$ cat config.mk
export PLATFORM = sky130hd
export DESIGN_NAME = xfe_top
export DESIGN_NICKNAME = d
export VERILOG_FILES = /design/src/rtl/xfe_pkg.sv /design/src/rtl/xfe_acc.sv /design/src/rtl/xfe_regs.sv /design/src/rtl/xfe_seq.sv /design/src/rtl/xfe_top.sv
export SDC_FILE = /design/constraint.sdc
export NUM_CORES = 1
export LEC_CHECK = 0
export BUFFER_PORTS_ARGS = -buffer_cell sky130_fd_sc_hd__buf_2
export CAP_MARGIN = 20
export CELL_PAD_IN_SITES_DETAIL_PLACEMENT = 1
export CELL_PAD_IN_SITES_GLOBAL_PLACEMENT = 1
export CORE_UTILIZATION = 52
export DETAILED_ROUTE_END_ITERATION = 8
export PLACE_DENSITY_LB_ADDON = 0.1
export SLEW_MARGIN = 40
export SYNTH_ARGS = -nofsm -noshare
export SYNTH_HDL_FRONTEND = slang
export SYNTH_SLANG_ARGS = --single-unit
$ cat constraint.sdc
create_clock -name clk -period 7.17 [get_ports clk]
set_input_delay 0 -clock clk [delete_from_list [all_inputs] [get_ports clk]]
set_output_delay 0 -clock clk [all_outputs]
set_load 0.02 [all_outputs]
$ cat src/rtl/xfe_pkg.sv
package xfe_pkg;
    localparam int DATA_W     = 32;
    localparam int MAX_SRC    = 8;
    localparam int BASE_SLOTS = 4;
    localparam int DESC_HDR   = 4;
    localparam int DESC_WORDS = DESC_HDR + MAX_SRC;
    localparam int CMD_W      = 3;
    localparam int RA_W       = 2;
    localparam int ST_W       = 4;
    localparam int ALIGN_B    = 5;

    localparam int W_NEXT = 0;
    localparam int W_CTRL = 1;
    localparam int W_BC   = 2;
    localparam int W_DST  = 3;

    localparam int EXT_BIT = 24;
    localparam int DWE_BIT = 25;
    localparam int IE_BIT  = 26;

    localparam logic [CMD_W-1:0] CMD_NONE = 3'd0;
    localparam logic [CMD_W-1:0] CMD_LOAD = 3'd1;
    localparam logic [CMD_W-1:0] CMD_XOR  = 3'd2;
    localparam logic [CMD_W-1:0] CMD_FILL = 3'd3;

    localparam logic [RA_W-1:0] RA_NEXT = 2'd0;
    localparam logic [RA_W-1:0] RA_CTRL = 2'd1;
    localparam logic [RA_W-1:0] RA_STAT = 2'd2;

    localparam int ST_ACT = 0;
    localparam int ST_EOC = 1;
    localparam int ST_EOT = 2;
    localparam int ST_MA  = 3;

    typedef enum logic [1:0] {ACC_HOLD, ACC_LOAD, ACC_XOR} acc_op_e;

    typedef enum logic [2:0] {S_IDLE, S_FETCH, S_SLOT, S_READ, S_WRITE} seq_st_e;

    typedef struct packed {
        logic done;
        logic ie;
        logic abort;
    } evt_t;

    function automatic logic [DATA_W-1:0] align_desc(input logic [DATA_W-1:0] a);
        return {a[DATA_W-1:ALIGN_B], {ALIGN_B{1'b0}}};
    endfunction
endpackage

$ cat src/rtl/xfe_acc.sv
module xfe_acc
    import xfe_pkg::*;
(
    input  logic              clk,
    input  logic              rst,
    input  acc_op_e           op,
    input  logic [DATA_W-1:0] din,
    output logic [DATA_W-1:0] acc
);
    always_ff @(posedge clk) begin
        if (rst) begin
            acc <= '0;
        end else begin
            case (op)
                ACC_LOAD: acc <= din;
                ACC_XOR:  acc <= acc ^ din;
                default:  acc <= acc;
            endcase
        end
    end
endmodule

$ cat src/rtl/xfe_regs.sv
module xfe_regs
    import xfe_pkg::*;
(
    input  logic              clk,
    input  logic              rst,
    input  logic              reg_wr,
    input  logic [RA_W-1:0]   reg_addr,
    input  logic [DATA_W-1:0] reg_wdata,
    input  logic              busy,
    input  evt_t              evt,
    output logic [DATA_W-1:0] reg_rdata,
    output logic [DATA_W-1:0] first_addr,
    output logic              start,
    output logic              stop,
    output logic [ST_W-1:0]   status,
    output logic              irq
);
    logic eoc_q, eot_q, ma_q;
    logic wr_stat;

    assign wr_stat = reg_wr && (reg_addr == RA_STAT);
    assign start   = reg_wr && (reg_addr == RA_CTRL) && reg_wdata[0] && !busy;
    assign stop    = reg_wr && (reg_addr == RA_CTRL) && !reg_wdata[0];
    assign status  = {ma_q, eot_q, eoc_q, busy};
    assign irq     = eoc_q;

    always_ff @(posedge clk) begin
        if (rst) begin
            first_addr <= '0;
            eoc_q      <= 1'b0;
            eot_q      <= 1'b0;
            ma_q       <= 1'b0;
        end else begin
            if (reg_wr && (reg_addr == RA_NEXT))
                first_addr <= reg_wdata;
            // set wins over a same-cycle clearing write
            eoc_q <= (eoc_q & ~(wr_stat & reg_wdata[ST_EOC])) | (evt.done & evt.ie);
            eot_q <= (eot_q & ~(wr_stat & reg_wdata[ST_EOT])) | evt.done;
            ma_q  <= (ma_q  & ~(wr_stat & reg_wdata[ST_MA]))  | evt.abort;
        end
    end

    always_comb begin
        case (reg_addr)
            RA_NEXT: reg_rdata = first_addr;
            RA_CTRL: reg_rdata = {{(DATA_W-1){1'b0}}, busy};
            RA_STAT: reg_rdata = {{(DATA_W-ST_W){1'b0}}, status};
            default: reg_rdata = '0;
        endcase
    end
endmodule

$ cat src/rtl/xfe_seq.sv
module xfe_seq
    import xfe_pkg::*;
(
    input  logic              clk,
    input  logic              rst,
    input  logic              start,
    input  logic              stop,
    input  logic [DATA_W-1:0] first_addr,
    output logic              mem_req,
    output logic              mem_we,
    output logic [DATA_W-1:0] mem_addr,
    output logic [DATA_W-1:0] mem_wdata,
    input  logic [DATA_W-1:0] mem_rdata,
    input  logic              mem_ack,
    input  logic              mem_err,
    output acc_op_e           acc_op,
    output logic [DATA_W-1:0] acc_din,
    input  logic [DATA_W-1:0] acc_q,
    output logic              busy,
    output evt_t              evt
);
    localparam int FI_W   = $clog2(DESC_WORDS);
    localparam int SLOT_W = $clog2(MAX_SRC);
    localparam logic [FI_W-1:0] FI_BASE_LAST = FI_W'(DESC_HDR + BASE_SLOTS - 1);
    localparam logic [FI_W-1:0] FI_EXT_LAST  = FI_W'(DESC_WORDS - 1);

    seq_st_e             state_q;
    logic [DATA_W-1:0]   dw_q [DESC_WORDS];
    logic [DATA_W-1:0]   cur_q, off_q;
    logic [FI_W-1:0]     fi_q;
    logic [SLOT_W-1:0]   slot_q;

    logic [DATA_W-1:0]   ctrl, src_sel, off_nx;
    logic [CMD_W-1:0]    cmd;
    logic [FI_W-1:0]     last_fi;
    logic ext, dwe, slot_live, slot_last, is_fill, is_rd, last_word;
    logic fetch_done, wr_go, desc_end, chain_end;

    assign ctrl      = dw_q[W_CTRL];
    assign ext       = ctrl[EXT_BIT];
    assign dwe       = ctrl[DWE_BIT];
    assign cmd       = ctrl[CMD_W*slot_q +: CMD_W];
    assign src_sel   = dw_q[FI_W'(DESC_HDR) + FI_W'(slot_q)];
    assign last_fi   = ext ? FI_EXT_LAST : FI_BASE_LAST;
    assign slot_live = (slot_q < SLOT_W'(BASE_SLOTS)) || ext;
    assign slot_last = (slot_q == SLOT_W'(MAX_SRC - 1));
    assign is_fill   = (slot_q == '0) && (cmd == CMD_FILL);
    assign is_rd     = ((cmd == CMD_LOAD) || (cmd == CMD_XOR)) && slot_live;
    assign off_nx    = off_q + 32'd4;
    assign last_word = (off_nx >= dw_q[W_BC]);

    assign fetch_done = (state_q == S_FETCH) && mem_ack && !mem_err && (fi_q == last_fi);
    assign wr_go      = (state_q == S_WRITE) && !mem_err && (dwe ? mem_ack : 1'b1);
    assign desc_end   = (fetch_done && (dw_q[W_BC] == '0)) || (wr_go && last_word);
    assign chain_end  = desc_end && (dw_q[W_NEXT] == '0);

    assign busy      = (state_q != S_IDLE);
    assign evt.done  = chain_end && !stop;
    assign evt.ie    = ctrl[IE_BIT];
    assign evt.abort = mem_req && mem_err && !stop;

    always_comb begin
        mem_req   = (state_q == S_FETCH) || (state_q == S_READ) || ((state_q == S_WRITE) && dwe);
        mem_we    = (state_q == S_WRITE);
        mem_wdata = acc_q;
        case (state_q)
            S_FETCH: mem_addr = cur_q + 32'({fi_q, 2'b00});
            S_READ:  mem_addr = src_sel + off_q;
            S_WRITE: mem_addr = dw_q[W_DST] + off_q;
            default: mem_addr = '0;
        endcase
        acc_op  = ACC_HOLD;
        acc_din = mem_rdata;
        if ((state_q == S_SLOT) && is_fill) begin
            acc_op  = ACC_LOAD;
            acc_din = dw_q[DESC_HDR];
        end else if ((state_q == S_READ) && mem_ack && !mem_err) begin
            acc_op = (cmd == CMD_LOAD) ? ACC_LOAD : ACC_XOR;
        end
    end

    always_ff @(posedge clk) begin
        if (rst) begin
            state_q <= S_IDLE;
            cur_q   <= '0;
            off_q   <= '0;
            fi_q    <= '0;
            slot_q  <= '0;
            for (int i = 0; i < DESC_WORDS; i++) dw_q[i] <= '0;
        end else if (stop) begin
            state_q <= S_IDLE;
        end else begin
            case (state_q)
                S_IDLE: if (start) begin
                    cur_q   <= align_desc(first_addr);
                    fi_q    <= '0;
                    state_q <= S_FETCH;
                end
                S_FETCH: if (mem_err) begin
                    state_q <= S_IDLE;
                end else if (mem_ack) begin
                    dw_q[fi_q] <= mem_rdata;
                    if (fi_q == last_fi) begin
                        off_q  <= '0;
                        slot_q <= '0;
                        if (dw_q[W_BC] != '0) begin
                            state_q <= S_SLOT;
                        end else if (dw_q[W_NEXT] == '0) begin
                            state_q <= S_IDLE;
                        end else begin
                            cur_q <= align_desc(dw_q[W_NEXT]);
                            fi_q  <= '0;
                        end
                    end else begin
                        fi_q <= fi_q + FI_W'(1);
                    end
                end
                S_SLOT: begin
                    if (is_fill)        state_q <= S_WRITE;
                    else if (is_rd)     state_q <= S_READ;
                    else if (slot_last) state_q <= S_WRITE;
                    else                slot_q  <= slot_q + SLOT_W'(1);
                end
                S_READ: if (mem_err) begin
                    state_q <= S_IDLE;
                end else if (mem_ack) begin
                    if (slot_last) begin
                        state_q <= S_WRITE;
                    end else begin
                        slot_q  <= slot_q + SLOT_W'(1);
                        state_q <= S_SLOT;
                    end
                end
                S_WRITE: if (dwe && mem_err) begin
                    state_q <= S_IDLE;
                end else if (wr_go) begin
                    off_q  <= off_nx;
                    slot_q <= '0;
                    if (!last_word) begin
                        state_q <= S_SLOT;
                    end else if (dw_q[W_NEXT] == '0) begin
                        state_q <= S_IDLE;
                    end else begin
                        cur_q   <= align_desc(dw_q[W_NEXT]);
                        fi_q    <= '0;
                        state_q <= S_FETCH;
                    end
                end
                default: state_q <= S_IDLE;
            endcase
        end
    end
endmodule

$ cat src/rtl/xfe_top.sv
module xfe_top
    import xfe_pkg::*;
(
    input  logic              clk,
    input  logic              rst,
    input  logic              reg_wr,
    input  logic [RA_W-1:0]   reg_addr,
    input  logic [DATA_W-1:0] reg_wdata,
    output logic [DATA_W-1:0] reg_rdata,
    output logic              mem_req,
    output logic              mem_we,
    output logic [DATA_W-1:0] mem_addr,
    output logic [DATA_W-1:0] mem_wdata,
    input  logic [DATA_W-1:0] mem_rdata,
    input  logic              mem_ack,
    input  logic              mem_err,
    output logic              irq
);
    logic              start_w, stop_w, busy_w;
    logic [DATA_W-1:0] first_w, acc_w, acc_din_w;
    logic [ST_W-1:0]   status_w;
    acc_op_e           acc_op_w;
    evt_t              evt_w;

    xfe_regs u_regs (
        .clk(clk), .rst(rst), .reg_wr(reg_wr), .reg_addr(reg_addr),
        .reg_wdata(reg_wdata), .busy(busy_w), .evt(evt_w),
        .reg_rdata(reg_rdata), .first_addr(first_w), .start(start_w),
        .stop(stop_w), .status(status_w), .irq(irq)
    );

    xfe_seq u_seq (
        .clk(clk), .rst(rst), .start(start_w), .stop(stop_w),
        .first_addr(first_w), .mem_req(mem_req), .mem_we(mem_we),
        .mem_addr(mem_addr), .mem_wdata(mem_wdata), .mem_rdata(mem_rdata),
        .mem_ack(mem_ack), .mem_err(mem_err), .acc_op(acc_op_w),
        .acc_din(acc_din_w), .acc_q(acc_w), .busy(busy_w), .evt(evt_w)
    );

    xfe_acc u_acc (
        .clk(clk), .rst(rst), .op(acc_op_w), .din(acc_din_w), .acc(acc_w)
    );
endmodule

==> flow_summary.toml, run 1 <==
[power_and_ir_drop]
p_switching_w = 0.00210
netSwitchingFraction_pct = 27.6
seqPwrFrac_pct = 45.8
power_frac_comb_pct = 14.6
peakVddDrop_uv = 218
clock_power_share_pct = 39.6
internal-power_w = 0.00551
p_leak_nw = 11.6
power_density_nw_per_um2 = 249
power.total_w = 0.00762

[synth]
netlist_area_sq_um = 26600
syn_inst = 2397
synth_warnings = 0
synth_edf_count = 379
ys_types = 75
syn_area_per_cell_sq_um = 11.1
syn_nets = 2540
synth_ff_type = "edfxtp_1"
yosysSeqAreaShare_pct = 52.8
ys_ff_latch = 513
async_flop_share_pct = 0

[timing]
slew_headroom_pct = 38.7
hold_ws_ns = 0.0492
tns_ns = 0
slew_viol_final = 0
fin_skew_ns = 0.0256
fin_crit_sh_pct = 77.3
worstMarginPinSlew_ns = 0.910
rsz0062_at_grt = "false"
setup_viol = 0
timing.fmax_mhz = 180
min_period_ns = 5.54
finalHoldViolations = 0

[hold_path]
hold-path-endpoint = "u_seq.state_q[0]"
min_from = "reg_wr"
whs_path_depth = 6
hp-class = "in -> reg"

[global_routing]
first_global_vias = 20800
grt_usage_pct = 32.8
grt_pass1_wl_mm = 129
antenna_found_initial = 9
grt_overflow = 0
grt_max_degree = 88

[finish]
areaGrowthSynthToFinish_pct = 15.1
layout-drive-gt1-share_pct = 15.6
layout.cells.non_filler = 3276
fin_area_sq_um = 30600
nNetsFinal = 2699
fillers = 5167

[setup_path]
critPathArrivalTime_ns = 5.54
critical_path_required_ns = 7.17
r2r_cells = 17
critPathMaxStageDelay_ns = 0.61
critical_path_depth = 16
crit_type = "reg -> out"
r2r-start = "u_seq.off_q[2]"
crit_path_cell_trace = "nand2_1 > inv_2 > buf_4 > nand2_1 > o21ai_0 > ha_1 > a21oi_1 > nand4b_1 > a21oi_2 > a21bo_2 > a41oi_1 > o31ai_2 > a21oi_1 > or4b_1 > nand3_1 > buf_2"
critPathSlowestCell = "buf_4"
cpLargestDelayFamily = "compound AO/OA/AOI/OAI gates"
r2r_setup_slack_ns = 2.52
crit_start = "u_seq.state_q[2]"
cp_max_fo = 66
critPathCaptureType = "output port"
r2r-end = "u_regs.eot_q"
cp_num_buf_inv = 3
worstSetupStartpointType = "flip-flop"

[route]
drt_iter0_drc = 1728
postRouteAntennaNets = 0
wirelength_mm = 85.8
firstDrtPassIters = 6
routed_via_density = 6.09
routedWlPerCell_microns = 26.2
vias = 19900
drcViolationCount = 0

[die]
ios = 170
dieArea_sq_um = 52100
rows = 82
initial_utilization_pct = 52.9
core_area_sq_um = 50400
die_x_microns = 228
die_h_microns = 228

[clocking]
clk_latency_ns = 0.64
cts_tree = "done"
clk_pin_slew_ns = 0.06
clk_path_buf_depth = 3
root_buffer = "clkbuf_16"
cts_hold_buf = 72
post_cts_buffers = 0
cts.sinks = 513
cts_max_level = 2
cts_inserted_buffers = 56
cts_resized = 0

[flow_run]
drv_cap = 0

[placement]
dp_cells = 3098
place.gp.congestion = 0.888
dpl.hpwl_mm = 56.7
portBuffers = 169
placed_cell_area_sq_um = 28000

[outcome]
run_status = "completed"
-- cells in the final DEF (no fill, tap or decap), types with 49 or more instances in the layout --
| master | Yosys | layout |
|---|---|---|
| buf_2 | 16 | 168 |
| nand2_1 | 189 | 187 |
| dfxtp_1 | 134 | 131 |
| clkbuf_16 | 0 | 57 |
| edfxtp_1 | 379 | 379 |
| mux4_2 | 70 | 70 |
| dlygate4sd3_1 | 0 | 72 |
| mux2i_1 | 71 | 71 |
| a21oi_1 | 118 | 117 |
| o21ai_0 | 95 | 86 |
| a21o_1 | 58 | 58 |
| inv_1 | 50 | 49 |
| and2_1 | 415 | 415 |
| ha_1 | 72 | 71 |
| nor2_1 | 153 | 151 |
| xnor2_1 | 52 | 52 |
-- synthesized netlist by cell type (all sizes together), types with 29 or more instances --
| cell type | number | area [sq um] |
|---|---|---|
| a311oi | 29 | 254 |
| ha | 72 | 901 |
| a21o | 58 | 435 |
| o21ai | 100 | 500 |
| xnor2 | 52 | 455 |
| nand3 | 32 | 160 |
| mux4 | 70 | 1580 |
| clkbuf | 147 | 552 |
| dfxtp | 134 | 2680 |
| a21oi | 121 | 624 |
| mux2i | 71 | 711 |
| nor2 | 153 | 574 |
| edfxtp | 379 | 11400 |
| buf | 33 | 190 |
| and2 | 415 | 2600 |
| inv | 50 | 188 |
| a211oi | 38 | 285 |
| nand2 | 189 | 709 |
-- worst reg2reg max path, delay by kind of cell (launching register included) --
family | cells | cell delay, ns
buffers and inverters | 1 | 0.56
adders and majority gates | 2 | 0.51
xor gates and xnor gates | 1 | 0.17
AOI/OAI and AO/OA | 9 | 1.95
and+or+nand+nor | 4 | 0.90
DFF | 1 | 0.46
-- worst max path at each step --
| stage | endpoint |
|---|---|
| 6_report | mem_addr[28] |
| 3_3_place_gp | mem_addr[28] |
| 3_5_place_dp | mem_addr[28] |
| 4_1_cts | mem_addr[28] |
| 2_1_floorplan | u_seq.dw_q[5][0] |
| 5_1_grt | mem_addr[28] |
-- cell families (layout without fill, tap and decap cells) --
kind of cell             count (synthesis)  after routing  synth area share, %
AO/OA/AOI/OAI                          440            440                 10.6
flip-flops                             513            513                 52.8
other                                    1              2               0.0141
buffers and inverters                  230            436                 3.49
multiplexers                           143            143                 8.67
XOR/XNOR                                80             80                 2.63
adder cells (fa/ha/maj)                 72             72                 3.38
AND/OR/NAND/NOR                        918            918                 18.4
-- metrics by stage --
stage	util [%]	worst slack, ns
2_1_floorplan	-	3.09
3_3_place_gp	55.5	2.46
3_5_place_dp	55.6	2.35
4_1_cts	60.8	1.64
5_1_grt	60.8	1.26
6_report	60.8	1.63
-- metal layers --
layer  global-route usage, %  part of all wire [%]  up-vias
li1                        -                     -     8956
met1                    42.4                    41    10100
met2                    56.3                    50      694
met3                    4.94                   6.2      160
met4                    11.6                   3.5        0
met5                       0                     0        -
-- sequential cells by signal, summed over array words and instances (netlist names), 3 cells and up --
signal	count
u_acc.acc	32
u_regs.first_addr	32
u_seq.cur_q	27
u_seq.dw_q	379
u_seq.fi_q	4
u_seq.off_q	30
u_seq.slot_q	3
u_seq.state_q	3
-- power by group through the flow --
stage | combinational, W | clock [W] | sequential [W]
after CTS | 0.00110 | 0.00304 | 0.00349
after detailed placement | 0.00107 | 0 | 0.00355
after global placement | 0.00103 | 0 | 0.00354
final | 0.00111 | 0.00301 | 0.00349
after global routing | 0.00120 | 0.00315 | 0.00351
after floorplan | 0.000729 | 0 | 0.00350
-- final cells by class --
class	instances	area [sq um]	share of cell area [%]
well taps	672	841	2.74
clock buffers	77	1560	5.10
repair buffers	281	1910	6.22
inverters	50	188	0.612
clock inverters	28	343	1.12
flip-flops and latches	513	14100	45.9
multi-input cells	1654	11700	38.3
diodes	1	2.50	0.00817
(Power assumes the default switching activity.)
==> inputs of run 2 (changes only) <==
Settings changed: CORE_UTILIZATION 52 to 49.
Clock period 7.17 ns to 5.3 ns, I/O delays scaled along.
==> run 2 against run 1 <==
Cell count increased by 1.5%. Routed wire length down 0.24%. Via count down 0.58%. Flip-flop and latch count unchanged. Cell area increased by 0.53%. Critical endpoint is now mem_addr[29]. Register-to-register slack got worse by 1.7 ns. Non-clock buffer count up 25. Sequential power increased by 35%. Largest cell class unchanged. Worst setup slack worse by 1.3 ns. Power rose by 32%. Global-route usage decreased by 2.0 points. Clock skew grew 0.0052 ns.
==> flow_summary.toml, run 2 (synthesis results as in run 1) <==
[setup_path]
cp_max_fo = 16
crit_start = "u_seq.slot_q[1]"
r2r_cells = 18
crit_path_cell_trace = "buf_4 > mux4_2 > mux2i_1 > o21ai_0 > ha_1 > a21o_1 > a211o_1 > o21ai_1 > a2bb2oi_1 > o21ai_1 > o41ai_2 > o211ai_1 > xnor2_1 > o22ai_1 > buf_2"
r2r-end = "u_regs.irq"
r2r-start = "u_seq.off_q[8]"
cpMostUsedCell = "o21ai_1"
critPathMaxStageDelay_ns = 0.54
worstSetupStartpointType = "flip-flop"
crit_type = "reg -> out"
cp-endpoint = "mem_addr[29]"
critPathCaptureType = "output port"
critPathSlowestCell = "dfxtp_4"
critical_path_required_ns = 5.30
critPathArrivalTime_ns = 4.93
r2r_setup_slack_ns = 0.87

[die]
rows = 85
core_area_sq_um = 53700
dieArea_sq_um = 55300
die_x_microns = 235
die_h_microns = 235
initial_utilization_pct = 49.6
ios = 170

[timing]
tns_ns = 0
setup_viol = 0
slew_viol_final = 0
fin_crit_sh_pct = 93.1
rsz0062_at_grt = "false"
worstMarginPinSlew_ns = 0.808
fin_skew_ns = 0.0308
min_period_ns = 4.93
slew_headroom_pct = 46.0
timing.fmax_mhz = 203
finalHoldViolations = 0
post-route-worst-setup-slack_ns = 0.367

[finish]
layout_common_cells = "415 x and2_1, 379 x edfxtp_1, 188 x nand2_1"
layout.cells.non_filler = 3326
reg_top3 = "u_seq.dw_q x379, u_acc.acc x32, u_regs.first_addr x32"
layout-drive-gt1-share_pct = 16.0
areaGrowthSynthToFinish_pct = 15.7
largest_reg_flops = 379
nNetsFinal = 2723
regMostFlops = "u_seq.dw_q"
final_common_cell = "and2_1"

[placement]
dp_slack_ns = 0.844
portBuffers = 169
dp_cells = 3133
dpl.hpwl_mm = 57.6
place.gp.congestion = 0.883

[flow_run]
drv_cap = 0

[power_and_ir_drop]
seqPwrFrac_pct = 46.9
p_leak_nw = 11.7
power_frac_comb_pct = 15.3
p_switching_w = 0.00283
clock_power_share_pct = 37.8
peakVddDrop_uv = 270
netSwitchingFraction_pct = 28.1
internal-power_w = 0.00724
power_density_nw_per_um2 = 327

[global_routing]
grt_overflow = 0
antenna_found_initial = 10
grt_pass1_wl_mm = 127
grt_usage_pct = 30.8
first_global_vias = 20500
grt_max_degree = 65

[clocking]
cts_max_level = 2
root_buffer = "clkbuf_16"
cts_tree = "done"
cts.sinks = 513
cts_inserted_buffers = 55
clk_path_buf_depth = 3
clk_latency_ns = 0.64
clk_pin_slew_ns = 0.06

[route]
routedWlPerCell_microns = 25.7
firstDrtPassIters = 5
drt_iter0_drc = 1651
routed_via_density = 5.96
vias = 19800
wirelength_mm = 85.6
drcViolationCount = 0
postRouteAntennaNets = 0

[outcome]
run_status = "completed"

[hold_path]
whs_path_depth = 6
hp-class = "in -> reg"
run 2: worst min-delay path by stage:
stage                                end         start  slack (ns)
floorplan           u_regs.first_addr[4]  reg_wdata[4]        0.14
global placement    u_regs.first_addr[4]  reg_wdata[4]        0.24
detailed placement  u_regs.first_addr[7]  reg_wdata[7]        0.25
CTS                     u_seq.state_q[0]   reg_addr[0]        0.05
global route            u_seq.state_q[0]   reg_addr[0]        0.13
finish                  u_seq.state_q[0]   reg_addr[0]        0.09
run 2: repair_timing:
item	in CTS	in global routing
buffers inserted	0	9
endpoints found under the hold margin	421	0
hold buffers	77	0
gates resized for setup	0	4
setup endpoints to repair	0	4
run 2: routing by layer:
metal	vias up	global-route usage, %	share of wire (%)
met4	4	11.3	3.3
met5	-	0	0.032
met2	599	52.9	49
met1	10100	39.4	42
met3	141	4.78	5.6
li1	8990	-	-
run 2: critical path, delay by kind of cell (launching register included):
kind | cells | cell delay [ns]
xor gates and xnor gates | 1 | 0.16
adders and majority gates | 1 | 0.47
muxes | 2 | 0.54
buffers and inverters | 2 | 0.53
DFF | 1 | 0.54
AOI/OAI and AO/OA | 9 | 2.02
run 2: metrics by stage:
step / util [%] / hold WS, ns / power [W] / instance area (sq um)
after global placement: 52.4 / 0.243 / 0.00621 / 28100
after global routing: 57.3 / 0.126 / 0.0104 / 30800
after CTS: 57.2 / 0.0539 / 0.0101 / 30700
after detailed placement: 52.4 / 0.252 / 0.00628 / 28200
after floorplan: - / 0.136 / 0.00572 / 26600
final: 57.4 / 0.0914 / 0.0101 / 30800
run 2: final cells by class:
type / instances / area, sq um
diodes: 5 / 12.5
clock buffers: 80 / 1580
clock inverters: 22 / 206
fillers: 5653 / 22900
inverters: 50 / 190
multi-input cells: 1654 / 11700
flip-flops and latches: 513 / 14100
well taps: 696 / 871
repair buffers: 306 / 2140
run 2: power groups by stage:
stage	Clock (W)	Sequential, W	Combinational, W
3_5_place_dp	0	0.00481	0.00147
6_report	0.00381	0.00472	0.00155
3_3_place_gp	0	0.00479	0.00142
4_1_cts	0.00386	0.00472	0.00152
5_1_grt	0.00400	0.00475	0.00166
2_1_floorplan	0	0.00473	0.000986
==> inputs of run 3 (changes only) <==
Clock period 5.3 ns to 5.2 ns, I/O delays scaled along.
==> run 3 against run 2 <==
Combinational power about the same. Sequential share of layout area down 0.069 points. Count of clock-buffer cells in the layout is 8 lower. Cell area rose by 0.15%. Power grew 3.1%. Largest power group unchanged.
==> flow_summary.toml, run 3 (synthesis results as in run 1) <==
[die]
rows = 85
ios = 170
initial_utilization_pct = 49.6
core_area_sq_um = 53700
die_x_microns = 235
dieArea_sq_um = 55300
die_h_microns = 235

[timing]
setup_viol = 0
fin_crit_sh_pct = 95.0
rsz0062_at_grt = "false"
worstMarginPinSlew_ns = 0.854
tns_ns = 0
fin_skew_ns = 0.0220
slew_viol_final = 0
finalHoldViolations = 0
min_period_ns = 4.94
timing.fmax_mhz = 202
slew_headroom_pct = 43.1

[global_routing]
antenna_found_initial = 6
grt_usage_pct = 30.5
grt_overflow = 0
first_global_vias = 20400
grt_pass1_wl_mm = 127
grt_max_degree = 65

[setup_path]
cp-endpoint = "mem_addr[26]"
crit_start = "u_seq.slot_q[0]"
crit_type = "reg -> out"
critPathArrivalTime_ns = 4.94
r2r-start = "u_seq.off_q[3]"
r2r_cells = 18
worstSetupStartpointType = "flip-flop"
cp_max_fo = 37
r2r_setup_slack_ns = 0.87
critPathCaptureType = "output port"
r2r-end = "u_regs.irq"
critical_path_required_ns = 5.20

[placement]
dpl.hpwl_mm = 56.4
portBuffers = 169
place.gp.congestion = 0.884

[clocking]
cts_max_level = 2
cts_tree = "done"
clk_latency_ns = 0.62
root_buffer = "clkbuf_16"
clk_pin_slew_ns = 0.06
cts_inserted_buffers = 55
clk_path_buf_depth = 3
cts.sinks = 513

[power_and_ir_drop]
p_leak_nw = 11.7
netSwitchingFraction_pct = 27.9
peakVddDrop_uv = 236
power_frac_comb_pct = 15.3
power_density_nw_per_um2 = 337
p_switching_w = 0.00290
seqPwrFrac_pct = 46.2
clock_power_share_pct = 38.6
internal-power_w = 0.00749

[route]
drcViolationCount = 0
wirelength_mm = 84.5
top_layer = "met5"
routedWlPerCell_microns = 25.4
dr_wl_met3_mm = 5.36
drt_iter0_drc = 1775
wl_met1_mm = 35.5
vias = 19800
firstDrtPassIters = 5
routed_via_density = 5.97
postRouteAntennaNets = 0
wl_met2_mm = 41.2

[finish]
nNetsFinal = 2715
regMostFlops = "u_seq.dw_q"
post-route-util_pct = 57.4
fillers = 5612
layout-drive-gt1-share_pct = 16.0
final_common_cell = "and2_1"
layout_common_cells = "415 x and2_1, 379 x edfxtp_1, 188 x nand2_1"
largest_reg_flops = 379
final-seq-area_sq_um = 14100
multi_input_area_sq_um = 11800
reg_top3 = "u_seq.dw_q x379, u_acc.acc x32, u_regs.first_addr x32"
areaGrowthSynthToFinish_pct = 15.9

[hold_path]
hp-class = "in -> reg"

[outcome]
run_status = "completed"

[flow_run]
drv_cap = 0
==> run 3: changes by cell type in the layout (fill, tap and decap cells not counted), sizes merged <==
cell / delta
inv: -1
diode: +3
clkinvlp: +3
clkbuf: -8
clkinv: +4
buf: -5
bufinv: +4
dlygate4sd3: -3
==> run 3: repair_timing <==
item                                    CTS  global route
hold endpoints to repair                415             0
endpoints found under the setup margin    0             6
gates resized for setup                   0             6
buffers inserted                          0             1
hold buffers                             74             0
==> run 3: cell type report <==
class | instances | area share (%)
clock inverters | 32 | 1.05
multi-input cells | 1654 | 38.1
repair buffers | 298 | 6.86
diodes | 8 | 0.0649
well taps | 696 | 2.82
clock buffers | 72 | 4.83
flip-flops and latches | 513 | 45.6
inverters | 50 | 0.616
==> run 3: routing by layer <==
| metal | vias up | GRT usage, % |
|---|---|---|
| li1 | 8991 | - |
| met1 | 10000 | 40.9 |
| met2 | 664 | 51.5 |
| met3 | 130 | 3.92 |
| met4 | 2 | 9.77 |
| met5 | - | 0 |
==> run 3: power by group through the flow <==
stage | Sequential [W] | Clock [W] | Combinational [W]
floorplan | 0.00482 | 0 | 0.00101
global placement | 0.00486 | 0 | 0.00148
detailed placement | 0.00488 | 0 | 0.00152
CTS | 0.00479 | 0.00405 | 0.00157
global route | 0.00482 | 0.00419 | 0.00171
finish | 0.00479 | 0.00400 | 0.00158
==> run 3: worst min path at each step <==
stage	from	endpoint	cells past startpoint
global placement	reg_wdata[4]	u_regs.first_addr[4]	3
CTS	mem_rdata[11]	u_seq.dw_q[2][11]	2
floorplan	reg_wdata[4]	u_regs.first_addr[4]	2
detailed placement	reg_wdata[9]	u_regs.first_addr[9]	3
global route	mem_rdata[12]	u_seq.dw_q[2][12]	2
finish	mem_rdata[12]	u_seq.dw_q[10][12]	2
==> run 3: worst max-delay path, stage by stage, from the launching register on <==
cell      delay (ns)
dfxtp_4         0.38
buf_16          0.27
mux4_2          0.55
mux2i_1         0.33
o21ai_0         0.29
ha_1            0.40
a2111o_1        0.43
a21oi_1         0.12
a21bo_2         0.28
a41oi_1         0.42
o31ai_2         0.16
buf_4           0.16
xnor2_1         0.20
o22ai_1         0.13
buf_2           0.18
==> run 3: stage by stage <==
stage	total power, W	cells	hold WS, ns	area (sq um)	setup slack (ns)
final	0.0104	3323	0.0482	30900	0.260
after floorplan	0.00583	2397	0.136	26600	1.12
after global placement	0.00634	3135	0.245	28200	0.730
after CTS	0.0104	3314	0.000615	30800	0.0728
after global routing	0.0107	3315	0.0279	30800	0.0697
after detailed placement	0.00640	3136	0.250	28200	0.732
